[src/rtl/rtc_regfile_pkg.sv]
package rtc_regfile_pkg;
  localparam int BYTE_W = 8;
  // control register bits that always read back as zero
  localparam logic [BYTE_W-1:0] CTRL_ZERO_MASK = 8'h4C;
  // oscillator-stop flag: hardware sets, software may only clear
  localparam logic [BYTE_W-1:0] CTRL_FLAG_MASK = 8'h20;
endpackage

[src/rtl/rtc_ptr_ctrl.sv]
module rtc_ptr_ctrl #(
  parameter int ADDR_W = 6
) (
  input  logic              clk,
  input  logic              rst,
  input  logic              wr_start,
  input  logic              rd_start,
  input  logic              wr_strobe,
  input  logic [ADDR_W-1:0] addr_in,
  input  logic              rd_strobe,
  output logic [ADDR_W-1:0] ptr,
  output logic              addr_pend,
  output logic              data_wr,
  output logic              wrap_cap
);
  localparam logic [ADDR_W-1:0] PTR_MAX = {ADDR_W{1'b1}};

  logic no_start;
  logic data_acc;

  assign no_start = !wr_start && !rd_start;
  assign data_wr  = no_start && wr_strobe && !addr_pend;
  assign data_acc = data_wr || (no_start && rd_strobe && !wr_strobe);
  assign wrap_cap = data_acc && (ptr == PTR_MAX);

  always_ff @(posedge clk) begin
    if (rst) begin
      ptr       <= '0;
      addr_pend <= 1'b0;
    end else if (wr_start) begin
      addr_pend <= 1'b1;
    end else if (no_start && wr_strobe && addr_pend) begin
      ptr       <= addr_in;
      addr_pend <= 1'b0;
    end else if (data_acc) begin
      ptr       <= ptr + 1'b1;
    end
  end
endmodule

[src/rtl/rtc_time_snap.sv]
module rtc_time_snap #(
  parameter int TIME_BYTES = 7,
  parameter int IDX_W      = 3
) (
  input  logic                    clk,
  input  logic                    rst,
  input  logic                    capture,
  input  logic [TIME_BYTES*8-1:0] live_time,
  input  logic [IDX_W-1:0]        rd_idx,
  output logic [7:0]              rd_byte
);
  logic [7:0] snap_q [TIME_BYTES];

  generate
    for (genvar i = 0; i < TIME_BYTES; i++) begin : g_field
      always_ff @(posedge clk) begin
        if (rst)          snap_q[i] <= '0;
        else if (capture) snap_q[i] <= live_time[i*8 +: 8];
      end
    end
  endgenerate

  always_comb begin
    rd_byte = '0;
    for (int i = 0; i < TIME_BYTES; i++)
      if (rd_idx == IDX_W'(i)) rd_byte = snap_q[i];
  end
endmodule

[src/rtl/rtc_ctrl_reg.sv]
module rtc_ctrl_reg
  import rtc_regfile_pkg::*;
(
  input  logic              clk,
  input  logic              rst,
  input  logic              we,
  input  logic [BYTE_W-1:0] din,
  input  logic              osc_fail,
  output logic [BYTE_W-1:0] q
);
  logic [BYTE_W-1:0] nxt;

  always_comb begin
    nxt = q;
    if (we)
      nxt = (din & ~CTRL_ZERO_MASK & ~CTRL_FLAG_MASK) | (din & q & CTRL_FLAG_MASK);
    if (osc_fail)
      nxt = nxt | CTRL_FLAG_MASK;
  end

  always_ff @(posedge clk) begin
    if (rst) q <= '0;
    else     q <= nxt;
  end
endmodule

[src/rtl/rtc_user_ram.sv]
module rtc_user_ram #(
  parameter int ADDR_W = 6,
  parameter int BASE   = 8
) (
  input  logic              clk,
  input  logic              rst,
  input  logic              we,
  input  logic [ADDR_W-1:0] addr,
  input  logic [7:0]        din,
  output logic [7:0]        dout
);
  localparam int DEPTH = (1 << ADDR_W) - BASE;

  logic [7:0]        mem_q [DEPTH];
  logic [ADDR_W-1:0] off;

  assign off  = addr - ADDR_W'(BASE);
  assign dout = mem_q[off];

  always_ff @(posedge clk) begin
    if (rst) begin
      for (int i = 0; i < DEPTH; i++) mem_q[i] <= '0;
    end else if (we) begin
      mem_q[off] <= din;
    end
  end
endmodule

[src/rtl/rtc_regfile.sv]
module rtc_regfile
  import rtc_regfile_pkg::*;
#(
  parameter int ADDR_W     = 6,
  parameter int TIME_BYTES = 7,
  parameter int IDX_W      = $clog2(TIME_BYTES)
) (
  input  logic                    clk,
  input  logic                    rst,
  input  logic                    wr_start,
  input  logic                    rd_start,
  input  logic                    wr_strobe,
  input  logic [7:0]              wr_data,
  input  logic                    rd_strobe,
  output logic [7:0]              rd_data,
  input  logic [TIME_BYTES*8-1:0] live_time,
  input  logic                    osc_fail,
  output logic                    load_en,
  output logic [IDX_W-1:0]        load_idx,
  output logic [7:0]              load_data
);
  localparam logic [ADDR_W-1:0] CTRL_ADDR = ADDR_W'(TIME_BYTES);
  localparam int                RAM_BASE  = TIME_BYTES + 1;

  logic [ADDR_W-1:0] ptr_q;
  logic              addr_pend_q;
  logic              data_wr;
  logic              wrap_cap;
  logic              in_time;
  logic [7:0]        snap_byte;
  logic [7:0]        ram_byte;
  logic [BYTE_W-1:0] ctrl_q;

  assign in_time = ptr_q < CTRL_ADDR;

  rtc_ptr_ctrl #(.ADDR_W(ADDR_W)) u_ptr (
    .clk       (clk),
    .rst       (rst),
    .wr_start  (wr_start),
    .rd_start  (rd_start),
    .wr_strobe (wr_strobe),
    .addr_in   (wr_data[ADDR_W-1:0]),
    .rd_strobe (rd_strobe),
    .ptr       (ptr_q),
    .addr_pend (addr_pend_q),
    .data_wr   (data_wr),
    .wrap_cap  (wrap_cap)
  );

  rtc_time_snap #(.TIME_BYTES(TIME_BYTES), .IDX_W(IDX_W)) u_snap (
    .clk       (clk),
    .rst       (rst),
    .capture   (rd_start || wrap_cap),
    .live_time (live_time),
    .rd_idx    (ptr_q[IDX_W-1:0]),
    .rd_byte   (snap_byte)
  );

  rtc_ctrl_reg u_ctrl (
    .clk      (clk),
    .rst      (rst),
    .we       (data_wr && (ptr_q == CTRL_ADDR)),
    .din      (wr_data),
    .osc_fail (osc_fail),
    .q        (ctrl_q)
  );

  rtc_user_ram #(.ADDR_W(ADDR_W), .BASE(RAM_BASE)) u_ram (
    .clk  (clk),
    .rst  (rst),
    .we   (data_wr && (ptr_q > CTRL_ADDR)),
    .addr (ptr_q),
    .din  (wr_data),
    .dout (ram_byte)
  );

  always_comb begin
    if (in_time)                 rd_data = snap_byte;
    else if (ptr_q == CTRL_ADDR) rd_data = ctrl_q;
    else                         rd_data = ram_byte;
  end

  always_ff @(posedge clk) begin
    if (rst) begin
      load_en   <= 1'b0;
      load_idx  <= '0;
      load_data <= '0;
    end else begin
      load_en <= data_wr && in_time;
      if (data_wr && in_time) begin
        load_idx  <= ptr_q[IDX_W-1:0];
        load_data <= wr_data;
      end
    end
  end
endmodule

[config.mk]
export PLATFORM = sky130hd
export DESIGN_NAME = rtc_regfile
export DESIGN_NICKNAME = d
export VERILOG_FILES = /design/src/rtl/rtc_regfile_pkg.sv /design/src/rtl/rtc_ptr_ctrl.sv /design/src/rtl/rtc_time_snap.sv /design/src/rtl/rtc_ctrl_reg.sv /design/src/rtl/rtc_user_ram.sv /design/src/rtl/rtc_regfile.sv
export SDC_FILE = /design/constraint.sdc
export NUM_CORES = 1
export LEC_CHECK = 0
export BUFFER_PORTS_ARGS = -buffer_cell sky130_fd_sc_hd__buf_4
export CAP_MARGIN = 5
export CORE_MARGIN = 8
export CORE_UTILIZATION = 30
export DETAILED_ROUTE_END_ITERATION = 8
export MAX_ROUTING_LAYER = met4
export PLACE_DENSITY = 0.46
export SKIP_LAST_GASP = 1
export SYNTH_ARGS = -nofsm -noshare
export SYNTH_HDL_FRONTEND = slang
export SYNTH_SLANG_ARGS = --single-unit
export TNS_END_PERCENT = 5
[constraint.sdc]
create_clock -name clk -period 4.8 [get_ports clk]
set_input_delay 1.2 -clock clk [delete_from_list [all_inputs] [get_ports clk]]
set_output_delay 1.2 -clock clk [all_outputs]
set_load 0.02 [all_outputs]
[Word-level counts from Yosys, hierarchy flattened]
Memory sizes are Yosys's and may differ from the RTL's.
Cells that the tools add are included.
Widths: inputs -> output; s select.
Word-level totals
  bits in registers: 27
  RAM bits: 504
  bits of input ports: 71
  output and inout port bits: 20
  logic and storage cells: 86
  memories: 2
Memories
  u_ram.mem_q: words 56, bits a word 8, rd ports 1, clocked after memory_dff 0, wr ports 56, line rtc_user_ram.sv:14  | logic [7:0] mem_q [DEPTH];
  u_snap.snap_q: words 7, bits a word 8, rd ports 7, clocked after memory_dff 0, wr ports 7, line rtc_time_snap.sv:12  | logic [7:0] snap_q [TIME_BYTES];
Cells by class
  add/sub/neg operators: 2
  order comparisons: 2
  eq/ne operators: 8
  muxes and demuxes: 33
  bitwise logic cells: 10
  reduce and logical (&&, ||, !) cells: 22
Operators with widths (number)
  $mux 8: 18
  $mux 6: 4
  $mux 1: 11
  $logic_and 1x1->1: 10
  $eq 3x3->1 const B: 3
  $or 8x6->8: 1
  $reduce_or 8->1: 1
  $or 1x1->1: 7
  $add 6x1->6 const B: 1
  $and 6x6->6: 1
  $eq 3x2->1 const B: 2
  $eq 6x3->1 const B: 1
  $eq 6x6->1 const B: 1
  $gt 6x3->1 const B: 1
  $lt 6x3->1 const B: 1
  $reduce_bool 2->1: 3
  $sub 6x4->6 const B: 1
  $logic_not 1->1: 4
  $eq 3x1->1 const B: 1
  $logic_not 3->1: 1
  $logic_or 1x1->1: 2
  $reduce_and 2->1: 1
  $not 1->1: 1

[Logic depth before layout (Yosys ltp)]
Gate-level depths: netlist (run 1).
  depth after elaboration: 11
  depth in mapped cells: 14

[Cells and area by module]
A second synthesis (run 1) with hierarchy kept.
Second synthesis, totals
  cell total of the unflattened synthesis: 2107
  area, all modules: 28123.2 um2
By module, submodules not included
  rtc_user_ram: times used 1, cells each 1757, area an instance 24020.5 um2
  rtc_time_snap: times used 1, cells each 195, area an instance 2722.6 um2
  rtc_regfile: times used 1, cells each 83, area an instance 743.2 um2
  rtc_ptr_ctrl: times used 1, cells each 51, area an instance 417.9 um2
  rtc_ctrl_reg: times used 1, cells each 21, area an instance 219.0 um2

[Worst setup path after synthesis (run 1)]
Ideal clock, no wire load.
  path kind: reg-to-output
  start: reg u_ptr.ptr[2]
  end: out rd_data[7]
  data arrival time: 2950 ps
  path slack: 650 ps
  stages on the path, launching flop included: 13
  cells stage by stage: dfxtp_1 clkinv_1 clkbuf_1 clkbuf_1 ha_1 clkbuf_1 or2_2 clkbuf_1 a211o_1 a311o_1 a31oi_1 nor4_1 a21oi_1
On the way
  word-level cells in the longest chain between the ends: 9
Ends and longest elaborated chain
  from (decl): line rtc_ptr_ctrl.sv:11  | output logic [ADDR_W-1:0] ptr,
  from (signal assigned): line rtc_ptr_ctrl.sv:33  | ptr <= addr_in;
  from (signal assigned): line rtc_ptr_ctrl.sv:36  | ptr <= ptr + 1'b1;
  branches (longest 8 deep; another with $mem_v2 56x8)
  $mux 8 (*): line rtc_regfile.sv:78  | if (in_time) rd_data = snap_byte;
  to (decl): line rtc_regfile.sv:15  | output logic [7:0] rd_data,
Mark *: on every way between the ends.

[Worst setup path after layout (run 1)]
  start: reg u_ptr.ptr[1]
  end: out rd_data[0]
Same word-level chain as after synthesis.

==> qor.yml, run 1 <==
die_area_um2: 101000
root_buffer: "clkbuf_16"
areaGrowthSynthToFinish_pct: 18.6
power_w: 0.0119
multi_input_area_um2: 9200
ios: 91
register_area_um2: 17500
tns_ns: 0
place_inst: 3313
viasPerCell: 5.14
max-cap-violations: 0
slew_viol_final: 0
worst_slew_pin_slew_ns: 1.24
drcViolationCount: 0
synth_seq_cells: 592
holdCritPathClass: "reg2reg"
min_period_ns: 4.79
power_density_nw_per_um2: 367
ctsHtreeMaxLevel: 3
syn_inst: 2039
critPathKind: "reg2out"
place_hpwl_um: 60800
portBuffers: 90
ys_seq_area_share_pct: 64.1
synth_edf_count: 568
ys.warnings.count: 0
power.leakage_nw: 11.7
synth_cell_types: 65
ir_worst_vdd_mv: 0.215
layout.nets: 2292
drt-total-wl_um: 92100
yosys_most_used_dff: "edfxtp_1"
run_status: "completed"
drt_pass1_iterations: 8
path_max_fanout: 52
grt_pass1_vias: 17700
die_h_um: 318
grt_antenna_before_repair: 3
initial_core_util_pct: 30.3
relSlewSlack_pct: 16.1
critPathCaptureType: "primary output"
syn_nets: 2117
cts_tree: "built"
cts_buffer_depth: 3
cp.required_ns: 3.60
fillers: 8684
layout.cells.non_filler: 3446
coreArea_um2: 90100
num_vias: 17700
syn_avg_cell_area_um2: 13.4
cp-start-kind: "flop"
fmax_ghz: 0.209
clkLatencyLatePin_ns: 0.63
hold_slack_ns: 0.461
hold_viol: 0
grt_max_degree: 68
track_usage_pct: 18.1
fp.dieW_um: 318
drtAntennaViolNets: 0
drt_iter0_markers: 1717
rows: 110
fin_crit_sh_pct: 99.8
clkSlewWorstSetupHoldPaths_ns: 0.05
grt_pass1_wl_um: 131000
rsz0062_at_grt: "yes"
setup_viol: 0
routedWlPerCell_um: 26.7
skew_ns: 0.0202
cts.sinks: 592
critPathArrivalTime_ns: 3.59
synth_area_um2: 27300
grt_overflow: 0
cts_buffers: 70
drive_above_1_share_pct: 22.7
async_flop_share_pct: 0
gp_congestion: 0.888
==> layout make-up <==
| cell class | count | share of cell area [%] |
|---|---|---|
| timing repair buffer | 252 | 6.19 |
| tap | 1176 | 4.54 |
| inverter | 9 | 0.112 |
| clock inverter | 40 | 1.07 |
| multi-input combinational | 1289 | 28.4 |
| sequential | 592 | 54.1 |
| clock buffer | 86 | 5.59 |
| antenna | 2 | 0.0154 |
==> layer usage <==
metal	vias to the layer above	wire [um]	GRT usage, %
li1	7877	-	-
met1	9064	40500	24.3
met2	637	43800	28.8
met3	129	5720	2.90
met4	0	2130	4.38
met5	-	0	-
==> synthesized netlist by cell type, types with 15 or more instances <==
library cell | instances | share of area [%]
edfxtp_1 | 568 | 62
and2_1 | 511 | 12
nor2_1 | 113 | 1.6
clkbuf_1 | 105 | 1.4
nand2_1 | 89 | 1.2
mux2i_1 | 59 | 2.2
or2_2 | 58 | 1.3
a21oi_1 | 53 | 0.97
mux4_2 | 50 | 4.1
mux2_2 | 39 | 1.6
a22oi_1 | 36 | 0.99
a221oi_1 | 35 | 1.1
o21ai_0 | 31 | 0.57
buf_2 | 29 | 0.53
dfxtp_1 | 24 | 1.8
a31oi_1 | 18 | 0.41
nor2b_1 | 15 | 0.34
==> worst max-delay path, cell delays in order (launching register included) <==
cell       delay [ns]
dfxtp_4          0.48
buf_12           0.34
and2_1           0.32
buf_4            0.26
o2bb2ai_1        0.21
nand2_1          0.18
a31oi_1          0.38
nor4b_1          0.11
buf_4            0.15
o21ai_0          0.28
buf_4            0.21
==> logic make-up after synthesis <==
logic type      Yosys count  synth area share [%]
buf+inv                 158                  2.48
fa+ha+maj                 7                 0.320
mux                     148                  7.89
flops                   592                  64.1
xor+xnor                  2                0.0916
compound gates          274                  7.20
simple gates            858                  17.9
==> final timing paths <==
kind | endpoint | cells after the start | slack (ns) | start
worst max-delay path | rd_data[0] | 10 | 0.01 | u_ptr.ptr[1]
worst min register to register | load_data[6] | 2 | 0.46 | load_data[6]
worst max register to register | u_ram.mem_q[11][4] | 6 | 1.28 | u_ptr.addr_pend
worst min-delay path | load_data[6] | 2 | 0.46 | load_data[6]
==> report_power, final <==
group	total, W	internal (W)	switching [W]
sequential	0.00590	0.00582	0.0000741
clock	0.00510	0.00292	0.00218
combinational	0.000916	0.000328	0.000588
total	0.0119	0.00907	0.00284
==> registers in the layout (all words and copies together) (netlist names) <==
signal           count
u_snap.snap_q       56
load_en              1
u_ctrl.q             5
u_ptr.addr_pend      1
u_ptr.ptr            6
load_idx             3
load_data            8
u_ram.mem_q        512
==> stage by stage <==
step	utilization (%)	area, um2	worst slack (ns)
floorplan	-	27300	0.650
global placement	33.5	30200	0.258
detailed placement	33.5	30200	0.215
CTS	35.9	32400	-0.0143
global route	36.0	32400	-0.0823
finish	36.0	32400	0.0116
==> repair_timing <==
action,4_1_cts,5_1_grt
endpoints found under the setup margin,8,7
pin swaps,0,2
hold buffers,0,0
buffers inserted,4,1
gates resized for setup,11,7
gates cloned,0,0
==> layout by cell type (no fill, tap or decap), types with 10 or more instances in the layout <==
| master | instances |
|---|---|
| buf_4 | 242 |
| nand4_1 | 13 |
| and2_1 | 509 |
| mux2i_1 | 59 |
| a31oi_1 | 16 |
| mux2_2 | 39 |
| o22ai_1 | 12 |
| mux4_2 | 50 |
| nand2b_1 | 10 |
| a22oi_1 | 36 |
| dfxtp_1 | 21 |
| a221oi_1 | 34 |
| clkbuf_1 | 16 |
| o21ai_0 | 29 |
| nor2b_1 | 13 |
| a22o_1 | 12 |
| edfxtp_1 | 568 |
| nand2_1 | 88 |
| clkinv_1 | 18 |
| a221o_1 | 13 |
| nor2_1 | 111 |
| clkbuf_16 | 70 |
| a21oi_1 | 52 |
| nand3_1 | 10 |
| or2_2 | 58 |
(Power assumes the default switching activity.)
==> run 2: changes to the inputs <==
- SYNTH_HIERARCHICAL: default -> 1
==> run 2 against run 1 <==
Against the previous run:
- synthesized area up 2.9%
- count of clock-buffer cells in the layout rose by 2
- clock power rose by 4.9%
- clock skew up 0.0048 ns
- core utilization down 0.61 points
- global-route usage is 0.32 points lower
- synthesized cell count increased by 3.3%
- largest cell class unchanged
==> qor.yml, run 2 <==
drcViolationCount: 0  # unchanged
top_register: "u_ram/mem_q"
r2r-end: "u_ram/mem_q[1][7]"
slew_viol_final: 0  # unchanged
dpl_worst_slack_ns: 0.397  # +0.182 ns
synth_area_um2: 28100  # +2.9%
syn_avg_cell_area_um2: 13.3  # -0.45%
routedWlPerCell_um: 26.2  # -1.8%
cts_buffer_depth: 3  # unchanged
whs_endpoint: "load_data[6]"
run_status: "completed"
max-cap-violations: 0  # unchanged
synth.most_common_cell: "edfxtp_1"
relSlewSlack_pct: 29.5  # +13 points
grt_max_degree: 73  # +7.4%
die_area_um2: 104000  # +2.7%
hold_viol: 0  # unchanged
largest_reg_flops: 512  # unchanged
skew_ns: 0.0250  # +0.00480 ns
power.leakage_nw: 12.2  # +4.1%
holdPathStages: 2  # unchanged
layout.nets: 2295  # +0.13%
fillers: 9036  # +4.1%
clkLatencyLatePin_ns: 0.61  # -0.02 ns
fin_crit_sh_pct: 99.3  # -0.45 points
design_area_um2: 32900  # +1.5%
yosys-top-cells-area: "edfxtp_1 61%, and2_1 8.5%, mux2i_1 3.2%"
rsz0062_at_grt: "yes"
fmax_ghz: 0.210  # +0.46%
hold_slack_ns: 0.483  # +0.0222 ns
drt-total-wl_um: 92600  # +0.57%
worst_slack_ns: 0.0334  # +0.0218 ns
grt_most_used_layer: "met2"
ys_seq_area_share_pct: 62.4  # -1.8 points
viasPerCell: 5.19  # +0.99%
worst_slew_pin_slew_ns: 1.06  # -0.182 ns
yosys_most_used_dff: "edfxtp_1"
reg_top3: "u_ram/mem_q (512), u_snap/snap_q (56), load_data (8)"
drtAntennaViolNets: 0  # unchanged
num_vias: 18300  # +3.5%
die_h_um: 322  # +1.4%
synth_common_cells: "568 x edfxtp_1, 382 x and2_1, 137 x and3_1, 102 x clkbuf_1, 89 x mux2i_1"
final_common_cell: "edfxtp_1"
ios: 91  # unchanged
place_inst: 3399  # +2.6%
ys.warnings.count: 6  # +6
grt_pass1_vias: 18300  # +3.4%
async_flop_share_pct: 0  # unchanged
gp_congestion: 0.864  # -2.7%
final_util_pct: 35.4  # -0.61 points
power_density_nw_per_um2: 369  # +0.47%
cp_cell_sequence: "inv_1 -> ha_1 -> xor2_1 -> nand3_1 -> buf_4 -> a21oi_1 -> nor4_1 -> o211ai_1 -> nor2_1 -> a21oi_1 -> buf_4"
ctsHtreeMaxLevel: 3  # unchanged
synth_top_area_share_pct: 60.6  # -1.7 points
areaGrowthSynthToFinish_pct: 17.0
coreArea_um2: 93000  # +3.2%
track_usage_pct: 17.8  # -0.32 points
max_stage_delay_ns: 0.52  # +0.04 ns
portBuffers: 90  # unchanged
critPathKind: "reg2out"
grt_antenna_before_repair: 3  # unchanged
place_hpwl_um: 59900  # -1.5%
synth_edf_count: 568  # unchanged
grtUsageMet1_pct: 23.8  # -0.49 points
fp.dieW_um: 322  # +1.4%
initial_core_util_pct: 30.2  # -0.10 points
ir_worst_vdd_mv: 0.223  # +3.6%
rows: 112  # +1.8%
met2_usage_pct: 28.4  # -0.43 points
cts_tree: "built"
critPathCaptureType: "primary output"
synth_cell_types: 82  # +26%
critPathArrivalTime_ns: 3.57  # -0.02 ns
clkSlewWorstSetupHoldPaths_ns: 0.06  # about the same
crit_slowest_cell: "a21oi_1"
root_buffer: "clkbuf_16"
cp.required_ns: 3.60  # about the same
most-common-layout-cells: "568 x edfxtp_1, 382 x and2_1, 216 x buf_4"
ff2ff_setup_slack_ns: 1.55  # +0.27 ns
grt_pass1_wl_um: 133000  # +1.6%
met3_usage_pct: 2.37  # -0.53 points
worstRegToRegCells: 8  # +2
drive_above_1_share_pct: 22.7  # about the same
grt_overflow: 0  # unchanged
synth_seq_cells: 592  # unchanged
cp-start-kind: "flop"
worstHoldStart: "load_data[6]"
cts.sinks: 592  # unchanged
post_dp_cell_area_um2: 30500  # +1.1%
drt_iter0_markers: 1721  # +0.23%
drt_pass1_iterations: 8  # unchanged
syn_inst: 2107  # +3.3%
path_max_fanout: 15  # -71%
yosys.area.top_type: "edfxtp_1"
setup_viol: 0  # unchanged
cts_buffers: 70  # unchanged
r2r-start: "u_ptr/ptr[3]"
min_period_ns: 4.77  # -0.0218 ns
holdCritPathClass: "reg2reg"
layout.cells.non_filler: 3530  # +2.4%
-- run 2: worst max path at each step --
stage            startpoint          to  cells past startpoint  slack (ns)
2_1_floorplan  u_ptr/ptr[3]  rd_data[3]                     11        0.70
4_1_cts        u_ptr/ptr[0]  rd_data[3]                     10       -0.15
3_3_place_gp   u_ptr/ptr[2]  rd_data[6]                     10        0.41
6_report       u_ptr/ptr[4]  rd_data[2]                     11        0.03
5_1_grt        u_ptr/ptr[4]  rd_data[2]                     11       -0.08
3_5_place_dp   u_ptr/ptr[2]  rd_data[6]                     10        0.40
-- run 2: critical path, delay by kind of cell, from the launching register on --
kind / cells / cell delay [ns]
buffers and inverters: 3 / 0.51
XOR/XNOR: 1 / 0.36
flip-flops: 1 / 0.45
AND/OR/NAND/NOR: 3 / 0.44
adder cells (fa/ha/maj): 1 / 0.22
AO/OA/AOI/OAI: 3 / 0.96
-- run 2: timing repair --
action,CTS,global route
endpoints found under the setup margin,8,8
hold buffers,0,0
resized for setup,2,4
buffers inserted,1,4
-- run 2: routing by layer --
| metal | part of all wire, % | up-vias |
|---|---|---|
| li1 | - | 8096 |
| met1 | 44 | 9444 |
| met2 | 48 | 644 |
| met3 | 5.7 | 135 |
| met4 | 2.5 | 0 |
| met5 | 0 | - |
-- run 2: area by class of cell --
class / count / area, um2 / area share (%)
timing repair buffer: 225 / 1810 / 5.50
tap: 1254 / 1570 / 4.77
sequential: 592 / 17500 / 53.3
multi-input combinational: 1326 / 9650 / 29.3
clock inverter: 35 / 367 / 1.11
antenna: 3 / 7.51 / 0.0228
clock buffer: 88 / 1920 / 5.85
inverter: 7 / 26.3 / 0.0799
-- run 2: kinds of logic (layout without fill, tap and decap cells) --
logic type	after synthesis	in the layout	share of synthesized area (%)
other	1	6	0.0133
AND/OR/NAND/NOR	840	840	17.8
AO/OA/AOI/OAI	292	292	7.63
adder cells (fa/ha/maj)	2	2	0.0890
flip-flops	592	592	62.4
XOR/XNOR	2	2	0.0623
buffers and inverters	191	355	3.49
multiplexers	187	187	8.55
-- run 2: metrics by stage --
step | power (W) | TNS, ns
after CTS | 0.0123 | -0.306
after global routing | 0.0125 | -0.266
after detailed placement | 0.00690 | 0
after floorplan | 0.00647 | 0
after global placement | 0.00690 | 0
final | 0.0121 | 0
-- run 2: power by group --
| group | internal [W] | leakage, nW | total, W | switching [W] |
|---|---|---|---|---|
| Combinational | 0.000306 | 5.05 | 0.000907 | 0.000601 |
| Sequential | 0.00582 | 6.01 | 0.00588 | 0.0000691 |
| Clock | 0.00321 | 1.13 | 0.00535 | 0.00214 |
==> run 3: changes to the inputs <==
- ABC_AREA: default -> 1
==> run 3 against run 2 <==
Against the previous run:
- power down 3.0%
- critical path depth up 2
- first-iteration DRC count down 12%
- die area up 1.1%
==> qor.yml, run 3 <==
num_vias: 21000  # +15%
drtAntennaViolNets: 0  # unchanged
coreArea_um2: 94400  # +1.5%
layout.nets: 3396  # +48%
synth_common_cells: "1228 x nand2_1, 630 x nor2_1, 568 x edfxtp_1, 319 x inv_1, 174 x nand3_1"
syn_avg_cell_area_um2: 8.68  # -35%
skew_ns: 0.0260  # +0.000962 ns
cts_tree: "built"
ys.warnings.count: 6  # unchanged
route.met2.wl_um: 40900  # -7.3%
run_status: "completed"
worst_slew_pin_slew_ns: 1.05  # -0.00545 ns
fin_crit_sh_pct: 95.2  # -4.1 points
routedWlPerCell_um: 18.4  # -30%
synth_adder_area_share_pct: 0.0880  # -0.0010 points
wl_met3_um: 3530  # -34%
critPathArrivalTime_ns: 3.37  # -0.20 ns
cpMostUsedCell: "nand2_1"
synth_compound_gate_area_share_pct: 0.559  # -7.1 points
holdCritPathClass: "reg2reg"
max_stage_delay_ns: 0.71  # +0.19 ns
ios: 91  # unchanged
grt_pass1_vias: 20500  # +12%
path_max_fanout: 57  # +42
root_buffer: "clkbuf_16"
synth_area_um2: 28400  # +1.2%
fmax_ghz: 0.219  # +4.3%
post_dp_cell_area_um2: 30500  # about the same
synthSimpleGateAreaFrac_pct: 30.6  # +13 points
top_register: "u_ram/mem_q"
grt_overflow: 0  # unchanged
syn_inst: 3279  # +56%
synth_mux_area_share_pct: 0  # -8.5 points
ir_worst_vdd_mv: 0.187  # -16%
cp.required_ns: 3.60  # about the same
final_util_pct: 34.5  # -0.86 points
place_hpwl_um: 54100  # -9.7%
cts_buffer_depth: 3  # unchanged
design_area_um2: 32600  # -0.98%
drt_pass1_iterations: 5  # -3
slew_viol_final: 0  # unchanged
viasPerCell: 4.54  # -13%
final_common_cell: "nand2_1"
die_area_um2: 105000  # +1.1%
portBuffers: 90  # unchanged
async_flop_share_pct: 0  # unchanged
synth_top_family_by_area: "simple AND/OR/NAND/NOR gates"
drt_iter0_markers: 1513  # -12%
cts_buffers: 67  # -4.3%
crit_family: "buffers and inverters"
hold_viol: 0  # unchanged
routed.top_layer: "met4"
drt-total-wl_um: 85100  # -8.1%
cp_cell_sequence: "buf_4 -> buf_4 -> nand2_1 -> nand2_1 -> nand2_1 -> nand2_1 -> nand2_1 -> nand2_1 -> nor2_1 -> nand2_1 -> o21ai_1 -> nor2_1 -> buf_4"
layout.cells.non_filler: 4636  # +31%
yosys.area.top_type: "edfxtp_1"
cts_setup_buffers: 0  # -1
grt_pass1_wl_um: 127000  # -4.7%
ys_seq_area_share_pct: 61.6  # -0.72 points
max-cap-violations: 0  # unchanged
fp.dieW_um: 324  # +0.55%
track_usage_pct: 16.4  # -1.4 points
synth_cell_types: 35  # -57%
clkSlewWorstSetupHoldPaths_ns: 0.06  # about the same
crit_slowest_cell: "buf_4"
clkLatencyLatePin_ns: 0.61  # about the same
synth_xor_area_share_pct: 0.0572  # -0.0051 points
place_inst: 4519  # +33%
synth.most_common_cell: "nand2_1"
yosys_most_used_dff: "edfxtp_1"
cts.sinks: 592  # unchanged
die_h_um: 324  # +0.55%
power_density_nw_per_um2: 361  # -2.1%
critPathKind: "reg2out"
gp_congestion: 0.848  # -1.8%
synth_seq_cells: 592  # unchanged
ctsHtreeMaxLevel: 3  # unchanged
hold_slack_ns: 0.448  # -0.0354 ns
min_period_ns: 4.57  # -0.195 ns
grt_antenna_before_repair: 0  # -3
most-common-layout-cells: "1227 x nand2_1, 628 x nor2_1, 568 x edfxtp_1"
yosys-top-cells-area: "edfxtp_1 60%, nand2_1 16%, nor2_1 8.3%"
drcViolationCount: 0  # unchanged
initial_core_util_pct: 30.1  # -0.10 points
synth_top_area_share_pct: 60.0  # -0.70 points
wl_met1_um: 38900  # -4.9%
tns_ns: 0  # unchanged
critPathCaptureType: "primary output"
reg_top3: "u_ram/mem_q (512), u_snap/snap_q (56), load_data (8)"
relSlewSlack_pct: 29.6  # +0.10 points
rows: 113  # +0.89%
cp-start-kind: "flop"
drive_above_1_share_pct: 10.1  # -13 points
areaGrowthSynthToFinish_pct: 14.5
largest_reg_flops: 512  # unchanged
diodes: 0  # -3
path_buf_inv: 3  # unchanged
rsz0062_at_grt: "no"
synth_edf_count: 568  # unchanged
grt_max_degree: 93  # +27%
setup_viol: 0  # unchanged
power.leakage_nw: 14.4  # +18%
## run 3: cell count changes after synthesis, sizes merged, moves of 37 or more
cell | before | now
and3 | 138 | 0
and2 | 383 | 0
mux2i | 89 | 0
inv | 6 | 336
or2 | 43 | 4
a221oi | 37 | 0
nand2b | 48 | 0
nand4 | 3 | 40
nand2 | 52 | 1273
a21oi | 60 | 14
nor2 | 88 | 638
mux2 | 62 | 0
nand3 | 16 | 176
## run 3: area by class of cell
cell class                 instances  area [um2]
fill                            9939       61900
sequential                       592       17500
multi-input combinational       2181        8920
clock buffer                      87        1840
tap                             1265        1580
inverter                         337        1280
timing repair buffer             144        1160
clock inverter                    30         243
## run 3: stage by stage
step / setup WS [ns] / power (W)
after floorplan: 1.03 / 0.00653
after global placement: 0.729 / 0.00693
after detailed placement: 0.772 / 0.00693
after CTS: 0.120 / 0.0119
after global routing: 0.0882 / 0.0122
final: 0.229 / 0.0118
## run 3: routing by layer
metal	track usage [%]	up-vias
li1	-	10400
met1	21.6	10100
met2	26.9	417
met3	2.11	113
met4	4.12	0
met5	-	-
## run 3: cell families after synthesis
kind of cell	after synthesis
and+or+nand+nor	2145
adders and majority gates	2
buffers and inverters	508
AOI/OAI and AO/OA	30
DFF	592
xor gates and xnor gates	1
other	1
## run 3: report_power, final
part	internal, W	switching (W)	leakage, nW
Sequential	0.00582	0.0000518	6.00
Clock	0.00291	0.00205	1.03
Combinational	0.000242	0.000693	7.39
Total	0.00898	0.00280	14.4
## run 3: path summary, 6_finish.rpt
| check | start | end | slack [ns] | cells past startpoint |
|---|---|---|---|---|
| max | u_ptr/ptr[1] | rd_data[6] | 0.23 | 13 |
| min reg2reg | load_idx[1] | load_idx[1] | 0.45 | 2 |
| min | load_idx[1] | load_idx[1] | 0.45 | 2 |
| max reg2reg | u_ptr/ptr[1] | u_snap/snap_q[2][1] | 1.38 | 11 |
## run 3: timing repair
item                       CTS  global route
setup endpoints to repair    0             2
hold buffers                 0             0
gates resized for setup      0             2
## run 3: worst reg2reg max path: stages (launching register included)
cell and delay [ns]:
dfxtp_4 0.37, buf_4 0.34, buf_4 0.72, ha_1 0.33
nand2_1 0.07, inv_1 0.13, nand3_1 0.08, nor2_1 0.14
or2_2 0.15, nand2_2 0.43, buf_4 0.39, nor2_1 0.13
